`config.mk`:
```
export PLATFORM = sky130hd
export DESIGN_NAME = dp_scan_access
export DESIGN_NICKNAME = d
export VERILOG_FILES = /design/src/rtl/dp_scan_pkg.sv /design/src/rtl/dp_scan_shreg.sv /design/src/rtl/dp_scan_ctrl.sv /design/src/rtl/dp_scan_ap_port.sv /design/src/rtl/dp_scan_access.sv
export SDC_FILE = /design/constraint.sdc
export NUM_CORES = 1
export LEC_CHECK = 0
export ABC_AREA = 1
export BUFFER_PORTS_ARGS = -buffer_cell sky130_fd_sc_hd__buf_4
export CAP_MARGIN = 20
export CELL_PAD_IN_SITES_DETAIL_PLACEMENT = 0
export CELL_PAD_IN_SITES_GLOBAL_PLACEMENT = 2
export CORE_UTILIZATION = 30
export CTS_CLUSTER_DIAMETER = 200
export CTS_CLUSTER_SIZE = 30
export DETAILED_ROUTE_END_ITERATION = 8
export PLACE_DENSITY = 0.74
export SLEW_MARGIN = 20
export SYNTH_ARGS = -nofsm -noshare
export SYNTH_HDL_FRONTEND = slang
export SYNTH_SLANG_ARGS = --single-unit
export TNS_END_PERCENT = 20
```
`constraint.sdc`:
```
create_clock -name clk_i -period 1.7 [get_ports clk_i]
set_clock_uncertainty 0.15 [all_clocks]
set_input_delay 0.34 -clock clk_i [delete_from_list [all_inputs] [get_ports clk_i]]
set_output_delay 0.34 -clock clk_i [all_outputs]
set_load 0.02 [all_outputs]
```
`src/rtl/dp_scan_pkg.sv`:
```
package dp_scan_pkg;
  localparam int DP_DATA_W = 32;
  localparam int DP_HDR_W  = 3;
  localparam int DP_PORT_W = 8;
  localparam int DP_BANK_W = 4;

  localparam logic [2:0] ACK_OK   = 3'b010;
  localparam logic [2:0] ACK_WAIT = 3'b001;

  // debug-port register index = address bits [3:2]
  localparam logic [1:0] DP_ID    = 2'd0;
  localparam logic [1:0] DP_CTRL  = 2'd1;
  localparam logic [1:0] DP_SEL   = 2'd2;
  localparam logic [1:0] DP_RDBUF = 2'd3;

  // control/status bit positions
  localparam int CS_ORUN_EN = 0;
  localparam int CS_S_ORUN  = 1;
  localparam int CS_S_ERR   = 5;
  localparam int CS_DBG_REQ = 28;
  localparam int CS_DBG_ACK = 29;
  localparam int CS_SYS_REQ = 30;
  localparam int CS_SYS_ACK = 31;

  // selection fields
  localparam int SEL_BANK_LSB = 4;
  localparam int SEL_PORT_LSB = 24;

  typedef struct packed {
    logic       orun_en;
    logic       clr_orun;
    logic       clr_err;
    logic       dbg_req;
    logic       sys_req;
  } ctrl_wr_t;
endpackage

```
`src/rtl/dp_scan_shreg.sv`:
```
module dp_scan_shreg #(
  parameter int W = 35
) (
  input  logic         clk_i,
  input  logic         rst_ni,
  input  logic         capture_i,
  input  logic         shift_i,
  input  logic         tdi_i,
  input  logic [W-1:0] cap_i,
  output logic [W-1:0] q_o,
  output logic         tdo_o
);
  always_ff @(posedge clk_i or negedge rst_ni) begin
    if (!rst_ni)        q_o <= '0;
    else if (capture_i) q_o <= cap_i;
    else if (shift_i)   q_o <= {tdi_i, q_o[W-1:1]};
  end

  assign tdo_o = q_o[0];

  AST_SHIFT_RIGHT: assert property (@(posedge clk_i) disable iff (!rst_ni)
    shift_i && !capture_i |=> q_o[W-2:0] == $past(q_o[W-1:1]));
endmodule

```
`src/rtl/dp_scan_ctrl.sv`:
```
module dp_scan_ctrl
  import dp_scan_pkg::*;
(
  input  logic                 clk_i,
  input  logic                 rst_ni,
  input  logic                 wr_i,
  input  ctrl_wr_t             wr_fields_i,
  input  logic                 sel_wr_i,
  input  logic [DP_PORT_W-1:0] sel_port_i,
  input  logic [DP_BANK_W-1:0] sel_bank_i,
  input  logic                 set_err_i,
  input  logic                 set_orun_i,
  input  logic                 dbg_ack_i,
  input  logic                 sys_ack_i,
  output logic [DP_DATA_W-1:0] ctrl_view_o,
  output logic [DP_DATA_W-1:0] sel_view_o,
  output logic [DP_PORT_W-1:0] sel_port_o,
  output logic [DP_BANK_W-1:0] sel_bank_o,
  output logic                 orun_en_o,
  output logic                 sticky_o,
  output logic                 dbg_req_o,
  output logic                 sys_req_o
);
  logic s_orun_q, s_err_q;

  always_ff @(posedge clk_i or negedge rst_ni) begin
    if (!rst_ni) begin
      orun_en_o <= 1'b0;
      dbg_req_o <= 1'b0;
      sys_req_o <= 1'b0;
    end else if (wr_i) begin
      orun_en_o <= wr_fields_i.orun_en;
      dbg_req_o <= wr_fields_i.dbg_req;
      sys_req_o <= wr_fields_i.sys_req;
    end
  end

  // set has priority over write-one-to-clear
  always_ff @(posedge clk_i or negedge rst_ni) begin
    if (!rst_ni) begin
      s_orun_q <= 1'b0;
      s_err_q  <= 1'b0;
    end else begin
      if (set_orun_i)                         s_orun_q <= 1'b1;
      else if (wr_i && wr_fields_i.clr_orun)  s_orun_q <= 1'b0;
      if (set_err_i)                          s_err_q  <= 1'b1;
      else if (wr_i && wr_fields_i.clr_err)   s_err_q  <= 1'b0;
    end
  end

  always_ff @(posedge clk_i or negedge rst_ni) begin
    if (!rst_ni) begin
      sel_port_o <= '0;
      sel_bank_o <= '0;
    end else if (sel_wr_i) begin
      sel_port_o <= sel_port_i;
      sel_bank_o <= sel_bank_i;
    end
  end

  assign sticky_o = s_orun_q | s_err_q;

  always_comb begin
    ctrl_view_o             = '0;
    ctrl_view_o[CS_ORUN_EN] = orun_en_o;
    ctrl_view_o[CS_S_ORUN]  = s_orun_q;
    ctrl_view_o[CS_S_ERR]   = s_err_q;
    ctrl_view_o[CS_DBG_REQ] = dbg_req_o;
    ctrl_view_o[CS_DBG_ACK] = dbg_ack_i;
    ctrl_view_o[CS_SYS_REQ] = sys_req_o;
    ctrl_view_o[CS_SYS_ACK] = sys_ack_i;
  end

  always_comb begin
    sel_view_o = '0;
    sel_view_o[SEL_PORT_LSB +: DP_PORT_W] = sel_port_o;
    sel_view_o[SEL_BANK_LSB +: DP_BANK_W] = sel_bank_o;
  end

  AST_STICKY_ERR_HOLD: assert property (@(posedge clk_i) disable iff (!rst_ni)
    s_err_q && !(wr_i && wr_fields_i.clr_err) |=> s_err_q);
  AST_STICKY_ORUN_HOLD: assert property (@(posedge clk_i) disable iff (!rst_ni)
    s_orun_q && !(wr_i && wr_fields_i.clr_orun) |=> s_orun_q);
  AST_PWR_REQ_FOLLOWS: assert property (@(posedge clk_i) disable iff (!rst_ni)
    wr_i |=> dbg_req_o == $past(wr_fields_i.dbg_req) && sys_req_o == $past(wr_fields_i.sys_req));
endmodule

```
`src/rtl/dp_scan_ap_port.sv`:
```
module dp_scan_ap_port #(
  parameter int DATA_W = 32,
  parameter int PORT_W = 8,
  parameter int ADDR_W = 8
) (
  input  logic              clk_i,
  input  logic              rst_ni,
  input  logic              start_i,
  input  logic              write_i,
  input  logic [PORT_W-1:0] port_i,
  input  logic [ADDR_W-1:0] addr_i,
  input  logic [DATA_W-1:0] wdata_i,
  output logic              ap_req_o,
  output logic              ap_write_o,
  output logic [PORT_W-1:0] ap_port_o,
  output logic [ADDR_W-1:0] ap_addr_o,
  output logic [DATA_W-1:0] ap_wdata_o,
  input  logic              ap_ack_i,
  input  logic [DATA_W-1:0] ap_rdata_i,
  input  logic              ap_err_i,
  output logic              busy_o,
  output logic              rd_done_o,
  output logic [DATA_W-1:0] rdata_o,
  output logic              err_o
);
  logic done;

  assign done = ap_req_o & ap_ack_i;

  always_ff @(posedge clk_i or negedge rst_ni) begin
    if (!rst_ni) begin
      ap_req_o   <= 1'b0;
      ap_write_o <= 1'b0;
      ap_port_o  <= '0;
      ap_addr_o  <= '0;
      ap_wdata_o <= '0;
    end else if (start_i) begin
      ap_req_o   <= 1'b1;
      ap_write_o <= write_i;
      ap_port_o  <= port_i;
      ap_addr_o  <= addr_i;
      ap_wdata_o <= wdata_i;
    end else if (done) begin
      ap_req_o   <= 1'b0;
    end
  end

  assign busy_o    = ap_req_o;
  assign rd_done_o = done & ~ap_write_o & ~ap_err_i;
  assign err_o     = done & ap_err_i;
  assign rdata_o   = ap_rdata_i;

  AST_NO_START_BUSY: assert property (@(posedge clk_i) disable iff (!rst_ni)
    start_i |-> !ap_req_o);
  AST_REQ_HELD: assert property (@(posedge clk_i) disable iff (!rst_ni)
    ap_req_o && !ap_ack_i |=> ap_req_o && $stable(ap_addr_o) && $stable(ap_wdata_o)
      && $stable(ap_write_o) && $stable(ap_port_o));
endmodule

```
`src/rtl/dp_scan_access.sv`:
```
module dp_scan_access
  import dp_scan_pkg::*;
#(
  parameter logic [DP_DATA_W-1:0] ID_VALUE = 32'h1DB0_0A01
) (
  input  logic                    clk_i,
  input  logic                    rst_ni,
  input  logic                    ir_ap_i,
  input  logic                    capture_i,
  input  logic                    shift_i,
  input  logic                    update_i,
  input  logic                    tdi_i,
  output logic                    tdo_o,
  output logic                    ap_req_o,
  output logic                    ap_write_o,
  output logic [DP_PORT_W-1:0]    ap_port_o,
  output logic [DP_BANK_W+3:0]    ap_addr_o,
  output logic [DP_DATA_W-1:0]    ap_wdata_o,
  input  logic                    ap_ack_i,
  input  logic [DP_DATA_W-1:0]    ap_rdata_i,
  input  logic                    ap_err_i,
  output logic                    dbg_pwrup_req_o,
  input  logic                    dbg_pwrup_ack_i,
  output logic                    sys_pwrup_req_o,
  input  logic                    sys_pwrup_ack_i
);
  localparam int DR_W   = DP_DATA_W + DP_HDR_W;
  localparam int ADDR_W = DP_BANK_W + 4;

  logic [DR_W-1:0]      dr_q, cap_data;
  logic                 req_rnw;
  logic [1:0]           req_a;
  logic [DP_DATA_W-1:0] req_data;
  logic                 wait_q, wait_now;
  logic                 busy, sticky, orun_en;
  logic                 accept, ap_hit, dp_hit, ap_start, ap_overrun;
  logic                 ctrl_wr, sel_wr;
  logic                 rd_done, ap_fail;
  logic [DP_DATA_W-1:0] rd_rdata, rdbuf_q, ctrl_view, sel_view;
  logic [DP_PORT_W-1:0] sel_port;
  logic [DP_BANK_W-1:0] sel_bank;
  logic [ADDR_W-1:0]    ap_addr_next;
  ctrl_wr_t             ctrl_fields;

  // scan register
  assign wait_now = busy & ~orun_en;
  assign cap_data = {rdbuf_q, wait_now ? ACK_WAIT : ACK_OK};

  dp_scan_shreg #(.W(DR_W)) u_shreg (
    .clk_i, .rst_ni, .capture_i, .shift_i, .tdi_i,
    .cap_i(cap_data), .q_o(dr_q), .tdo_o
  );

  assign req_rnw  = dr_q[0];
  assign req_a    = dr_q[2:1];
  assign req_data = dr_q[DR_W-1:DP_HDR_W];

  // WAIT answered at capture discards the request shifted in during that scan
  always_ff @(posedge clk_i or negedge rst_ni) begin
    if (!rst_ni)        wait_q <= 1'b0;
    else if (capture_i) wait_q <= wait_now;
  end

  assign accept     = update_i & ~wait_q;
  assign ap_hit     = accept & ir_ap_i;
  assign dp_hit     = accept & ~ir_ap_i;
  assign ap_overrun = ap_hit & busy;
  assign ap_start   = ap_hit & ~busy & ~sticky;
  assign ctrl_wr    = dp_hit & ~req_rnw & (req_a == DP_CTRL);
  assign sel_wr     = dp_hit & ~req_rnw & (req_a == DP_SEL);

  always_comb begin
    ctrl_fields.orun_en  = req_data[CS_ORUN_EN];
    ctrl_fields.clr_orun = req_data[CS_S_ORUN];
    ctrl_fields.clr_err  = req_data[CS_S_ERR];
    ctrl_fields.dbg_req  = req_data[CS_DBG_REQ];
    ctrl_fields.sys_req  = req_data[CS_SYS_REQ];
  end

  dp_scan_ctrl u_ctrl (
    .clk_i, .rst_ni,
    .wr_i(ctrl_wr), .wr_fields_i(ctrl_fields),
    .sel_wr_i(sel_wr),
    .sel_port_i(req_data[SEL_PORT_LSB +: DP_PORT_W]),
    .sel_bank_i(req_data[SEL_BANK_LSB +: DP_BANK_W]),
    .set_err_i(ap_fail), .set_orun_i(ap_overrun),
    .dbg_ack_i(dbg_pwrup_ack_i), .sys_ack_i(sys_pwrup_ack_i),
    .ctrl_view_o(ctrl_view), .sel_view_o(sel_view),
    .sel_port_o(sel_port), .sel_bank_o(sel_bank),
    .orun_en_o(orun_en), .sticky_o(sticky),
    .dbg_req_o(dbg_pwrup_req_o), .sys_req_o(sys_pwrup_req_o)
  );

  assign ap_addr_next = {sel_bank, req_a, 2'b00};

  dp_scan_ap_port #(.DATA_W(DP_DATA_W), .PORT_W(DP_PORT_W), .ADDR_W(ADDR_W)) u_ap (
    .clk_i, .rst_ni,
    .start_i(ap_start), .write_i(~req_rnw), .port_i(sel_port),
    .addr_i(ap_addr_next), .wdata_i(req_data),
    .ap_req_o, .ap_write_o, .ap_port_o, .ap_addr_o, .ap_wdata_o,
    .ap_ack_i, .ap_rdata_i, .ap_err_i,
    .busy_o(busy), .rd_done_o(rd_done), .rdata_o(rd_rdata), .err_o(ap_fail)
  );

  // read buffer: access-port completion wins over a same-cycle debug-port read
  always_ff @(posedge clk_i or negedge rst_ni) begin
    if (!rst_ni) rdbuf_q <= '0;
    else if (rd_done) rdbuf_q <= rd_rdata;
    else if (dp_hit && req_rnw) begin
      unique case (req_a)
        DP_ID:   rdbuf_q <= ID_VALUE;
        DP_CTRL: rdbuf_q <= ctrl_view;
        DP_SEL:  rdbuf_q <= sel_view;
        default: rdbuf_q <= rdbuf_q;
      endcase
    end
  end

  AST_ACK_LEGAL: assert property (@(posedge clk_i) disable iff (!rst_ni)
    capture_i |=> dr_q[2:0] == ACK_OK || dr_q[2:0] == ACK_WAIT);
  AST_WAIT_DROPS: assert property (@(posedge clk_i) disable iff (!rst_ni)
    update_i && wait_q && !ap_req_o |=> !ap_req_o);
  AST_STICKY_BLOCKS: assert property (@(posedge clk_i) disable iff (!rst_ni)
    sticky && !ap_req_o |=> !ap_req_o);
  AST_RDBUF_HOLD: assert property (@(posedge clk_i) disable iff (!rst_ni)
    !rd_done && !(dp_hit && req_rnw && req_a != DP_RDBUF) |=> $stable(rdbuf_q));
  AST_ERR_NO_LOAD: assert property (@(posedge clk_i) disable iff (!rst_ni)
    ap_req_o && ap_ack_i && ap_err_i && !dp_hit |=> $stable(rdbuf_q));
endmodule

```
==> results.md <==
- 0 antenna diodes ended up in the layout.
- The max-capacitance violation count is 0.
- The detail route stage leaves a number of antenna-violating nets equal to 0.
- The floorplan step set the die height to 142 um.
- Data on the critical path is required at its endpoint by 1.91 ns.
- The core region is 19,400 sq um.
- Of the total power, the share spent switching nets is 35.4%.
- The top cell types in the final layout, fill and taps aside, are 289 x nand2_1, 132 x dfrtp_1, 106 x buf_4.
- The number of clock buffers added by TritonCTS is 17.
- The flow ran to the end, and the final reports show no timing, DRC or antenna violations.
- Counting along the longest clock path gives a buffer depth of 2.
- TritonCTS built the clock tree.
- Setup slack on the critical path of the routed design comes to roughly 0.057 ns.
- In this run the number of H-tree levels came out at 4.
- Setup slack on the worst reg-to-reg path comes out at 0.06 ns.
- The final layout net count is 868.
- The clock network is responsible for 29.6% of the overall power.
- Cell internal power was estimated by the tool at 8.32 mW.
- Sequential cells account for 41.0% of the total power.
- Cells fill between 40% and 50% of the core in the end.
- The minimum clock period is ~1.6 ns.
- The number of search-and-repair iterations in the first detailed-routing pass is 5.
- The violation count after the first detailed-route iteration is 340.
- The placed wire-length estimate is 12,400 um.
- The logic gate share of total power is 29.4%.
- The total I/O pin count is 96.
- The average instance in the mapped netlist occupies 8.34 sq um.
- The share of the Yosys chip area taken by registers is 56.2%.
- The final count of negative-setup-slack endpoints is 0.
- For hold timing, the worst endpoint is u_shreg.q_o[34]$_DFFE_PN0P_.
- The overall fraction of global-route tracks in use is 17.9%.
- The total detailed-routing wirelength is 17,200 um.
- The worst setup path is launched from a register.
- Clock latency on the worst-skew pair, taken at its later pin, is 0.42 ns.
- Counting flops with a built-in enable in the synthesized netlist gives 0.
- The cell count of the worst hold path is 3.
- The count of vias placed by the detailed router is about 5,000.
- The number of design rule violations left after detail routing is 0.
- The count of endpoints failing hold in the final timing report was 0.
- The worst-case reg-to-reg path depth is 8.
- IR analysis of the VDD net gives a maximum drop of ~0.00066 V.
- The setup TNS is 0 ns.
- The share of final-layout standard cells stronger than drive strength 1 is 21.8%.
- OpenSTA, run right after detailed placement, puts the worst setup slack at around 0.018 ns.
- The number of different library cells used by synthesis comes to 27.
- After detailed routing, the average wire length per cell comes to 15.7 um.
- The critical path is of the reg2reg type.
- The clock net in this run drives a total of between 100 and 150 sinks.
- The total die area is 20,300 sq um.
- The destination of the worst register-to-register timing path is rdbuf_q[26]$_DFFE_PN0P_.
- The worst setup path is captured at a register.
- The number of global-route vias before repair came to slightly below 5,000.
- The min-delay analysis places its worst path in the category in2reg.
- Routability-driven placement finished with a final weighted congestion of around 0.8.
- For this run, the leading register cell type out of synthesis is dfrtp_1.
- The overflow left after global routing is 0.
- The filler cells instantiated in the layout total 2,012.
- Compared with the post-synthesis result, the final layout area differs by 33.1%.
- The highest clock frequency the design can meet is 609 MHz.
- The final-report max-slew violation count is 0.
- Leaving out fill and tap cells, the most frequent cell in the layout is nand2_1.
- The startpoint of the worst-slack reg-to-reg timing path is u_shreg.q_o[2]$_DFFE_PN0P_.
- Dividing the detail-routed via count by the number of cells gives 4.56.
- The initial cell density of the core is 30.5%.
- The root buffer cell chosen for the clock tree is clkbuf_16.
- The clock slew seen by the registers of the worst setup and hold paths is approximately 0.06 ns.
- Synthesis inferred 133 register bits.
- The final clock period utilization by the worst path is 96.6%.
- Setup repair after global routing left no endpoint under its margin.
- The tightest hold path in the finished design has a slack of 0.0389 ns.
- Entering global routing, the biggest net connects 49 pins.
- In the synthesized netlist, the number of instances is 710.
- After synthesis, the share of flip-flops with an asynchronous set or reset is 100%.
- In this run the power spent charging and discharging nets is 4.56 mW.
- The initial antenna violation count came to 0.
- The first global-routing pass estimated around 27,000 um of wire.
- The leakage power total is 4.08 nW.
- The startpoint identified for the worst hold timing path is tdi_i.
- The total power per unit cell area is about 1600 nW/um^2.
- The count of buffers added on input and output ports is between 90 and 100.
- The post-synthesis instance area is 5920 sq um.
- The count of warnings emitted by yosys is 0.
- The maximum fanout along the worst path is 9.
- The floorplan has 51 rows.
- The horizontal die dimension is approximately 140 um.
- The endpoint arrival time on the critical path is 1.85 ns.
per-layer routing:
layer	vias to the layer above	wire length, um	GRT usage, %
li1	2488	-	-
met1	2386	8870	26.7
met2	119	7480	26.1
met3	16	648	3.13
met4	0	236	5.60
met5	-	0	0
power by group through the flow:
stage	Combinational (mW)	Sequential [mW]	Clock, mW
after floorplan	1.63	5.59	0
after global placement	3.70	5.31	0
after detailed placement	3.75	5.32	0
after CTS	3.79	5.28	3.89
after global routing	4.23	5.42	4.04
final	3.79	5.28	3.81
cells by family after synthesis:
family	count (synthesis)	synth area share, %
compound gates	89	9.13
fa+ha+maj	4	0.846
buf+inv	82	6.55
flops	133	56.2
other cells	1	0.0634
simple gates	401	27.2
flip-flops by register name, summed over array words and instances, names as in the netlist:
signal / count
wait_q: 1
u_ctrl.sel_bank_o: 4
u_ctrl.orun_en_o: 1
u_ctrl.sel_port_o: 8
rdbuf_q: 32
u_ctrl.dbg_req_o: 1
u_ctrl.s_orun_q: 1
u_shreg.q_o: 35
u_ap.ap_req_o: 1
u_ap.ap_port_o: 8
u_ctrl.sys_req_o: 1
u_ap.ap_write_o: 1
u_ap.ap_wdata_o: 32
u_ctrl.s_err_q: 1
u_ap.ap_addr_o: 6
critical path, stage by stage, from the launching register on:
cell and delay [ns]:
dfrtp_1 0.40, buf_4 0.14, buf_4 0.12, ha_2 0.22
o21ai_1 0.24, nand2_1 0.08, nand2_1 0.08, nand2_1 0.08
nand2_1 0.06
layout make-up:
cell class	instances	area [sq um]	share of cell area, %
clock inverter	12	151	1.92
tap	265	332	4.21
sequential	133	3330	42.3
inverter	36	139	1.76
multi-input combinational	496	2240	28.5
timing repair inverter	1	7.51	0.0953
clock buffer	20	467	5.93
timing repair buffer	136	1210	15.3
worst max-delay path by stage:
stage                                     from  depth (start not counted)  slack (ns)                      end
floorplan           u_shreg.q_o[1]$_DFFE_PN0P_                         10        0.02  rdbuf_q[11]$_DFFE_PN0P_
global placement    u_shreg.q_o[2]$_DFFE_PN0P_                          8        0.01  rdbuf_q[26]$_DFFE_PN0P_
detailed placement  u_shreg.q_o[2]$_DFFE_PN0P_                          8        0.02  rdbuf_q[26]$_DFFE_PN0P_
CTS                 u_shreg.q_o[2]$_DFFE_PN0P_                          8     0.00007  rdbuf_q[26]$_DFFE_PN0P_
global route        u_shreg.q_o[1]$_DFFE_PN0P_                          7       0.007  rdbuf_q[23]$_DFFE_PN0P_
finish              u_shreg.q_o[2]$_DFFE_PN0P_                          8        0.06  rdbuf_q[26]$_DFFE_PN0P_
stage by stage:
| stage | area (sq um) | power (mW) | std cells |
|---|---|---|---|
| 2_1_floorplan | 5920 | 7.22 | 711 |
| 3_3_place_gp | 6990 | 9.01 | 1046 |
| 5_1_grt | 7880 | 13.7 | 1099 |
| 3_5_place_dp | 6990 | 9.07 | 1046 |
| 6_report | 7880 | 12.9 | 1099 |
| 4_1_cts | 7770 | 13.0 | 1094 |
Yosys cell counts (3+ instances only):
cell | count | share of area (%)
nor2_1 | 48 | 3.0
o21ai_0 | 44 | 3.7
inv_2 | 3 | 0.19
o22ai_1 | 13 | 1.4
buf_2 | 19 | 1.6
nand3_1 | 52 | 4.4
dfrtp_1 | 133 | 56
nand2_1 | 291 | 18
o22ai_2 | 10 | 2.1
nand4_1 | 4 | 0.42
ha_1 | 4 | 0.85
buf_6 | 3 | 0.57
a21oi_1 | 19 | 1.6
clkbuf_1 | 14 | 0.89
buf_4 | 9 | 1.1
inv_1 | 33 | 2.1
what timing repair did:
| action | 4_1_cts | 5_1_grt |
|---|---|---|
| hold buffers | 16 | 0 |
| resized for setup | 0 | 20 |
| buffers inserted | 0 | 3 |
| endpoints found under the hold margin | 52 | 0 |
| setup endpoints to repair | 0 | 44 |
No activity file was read; power rests on OpenSTA's default activity.
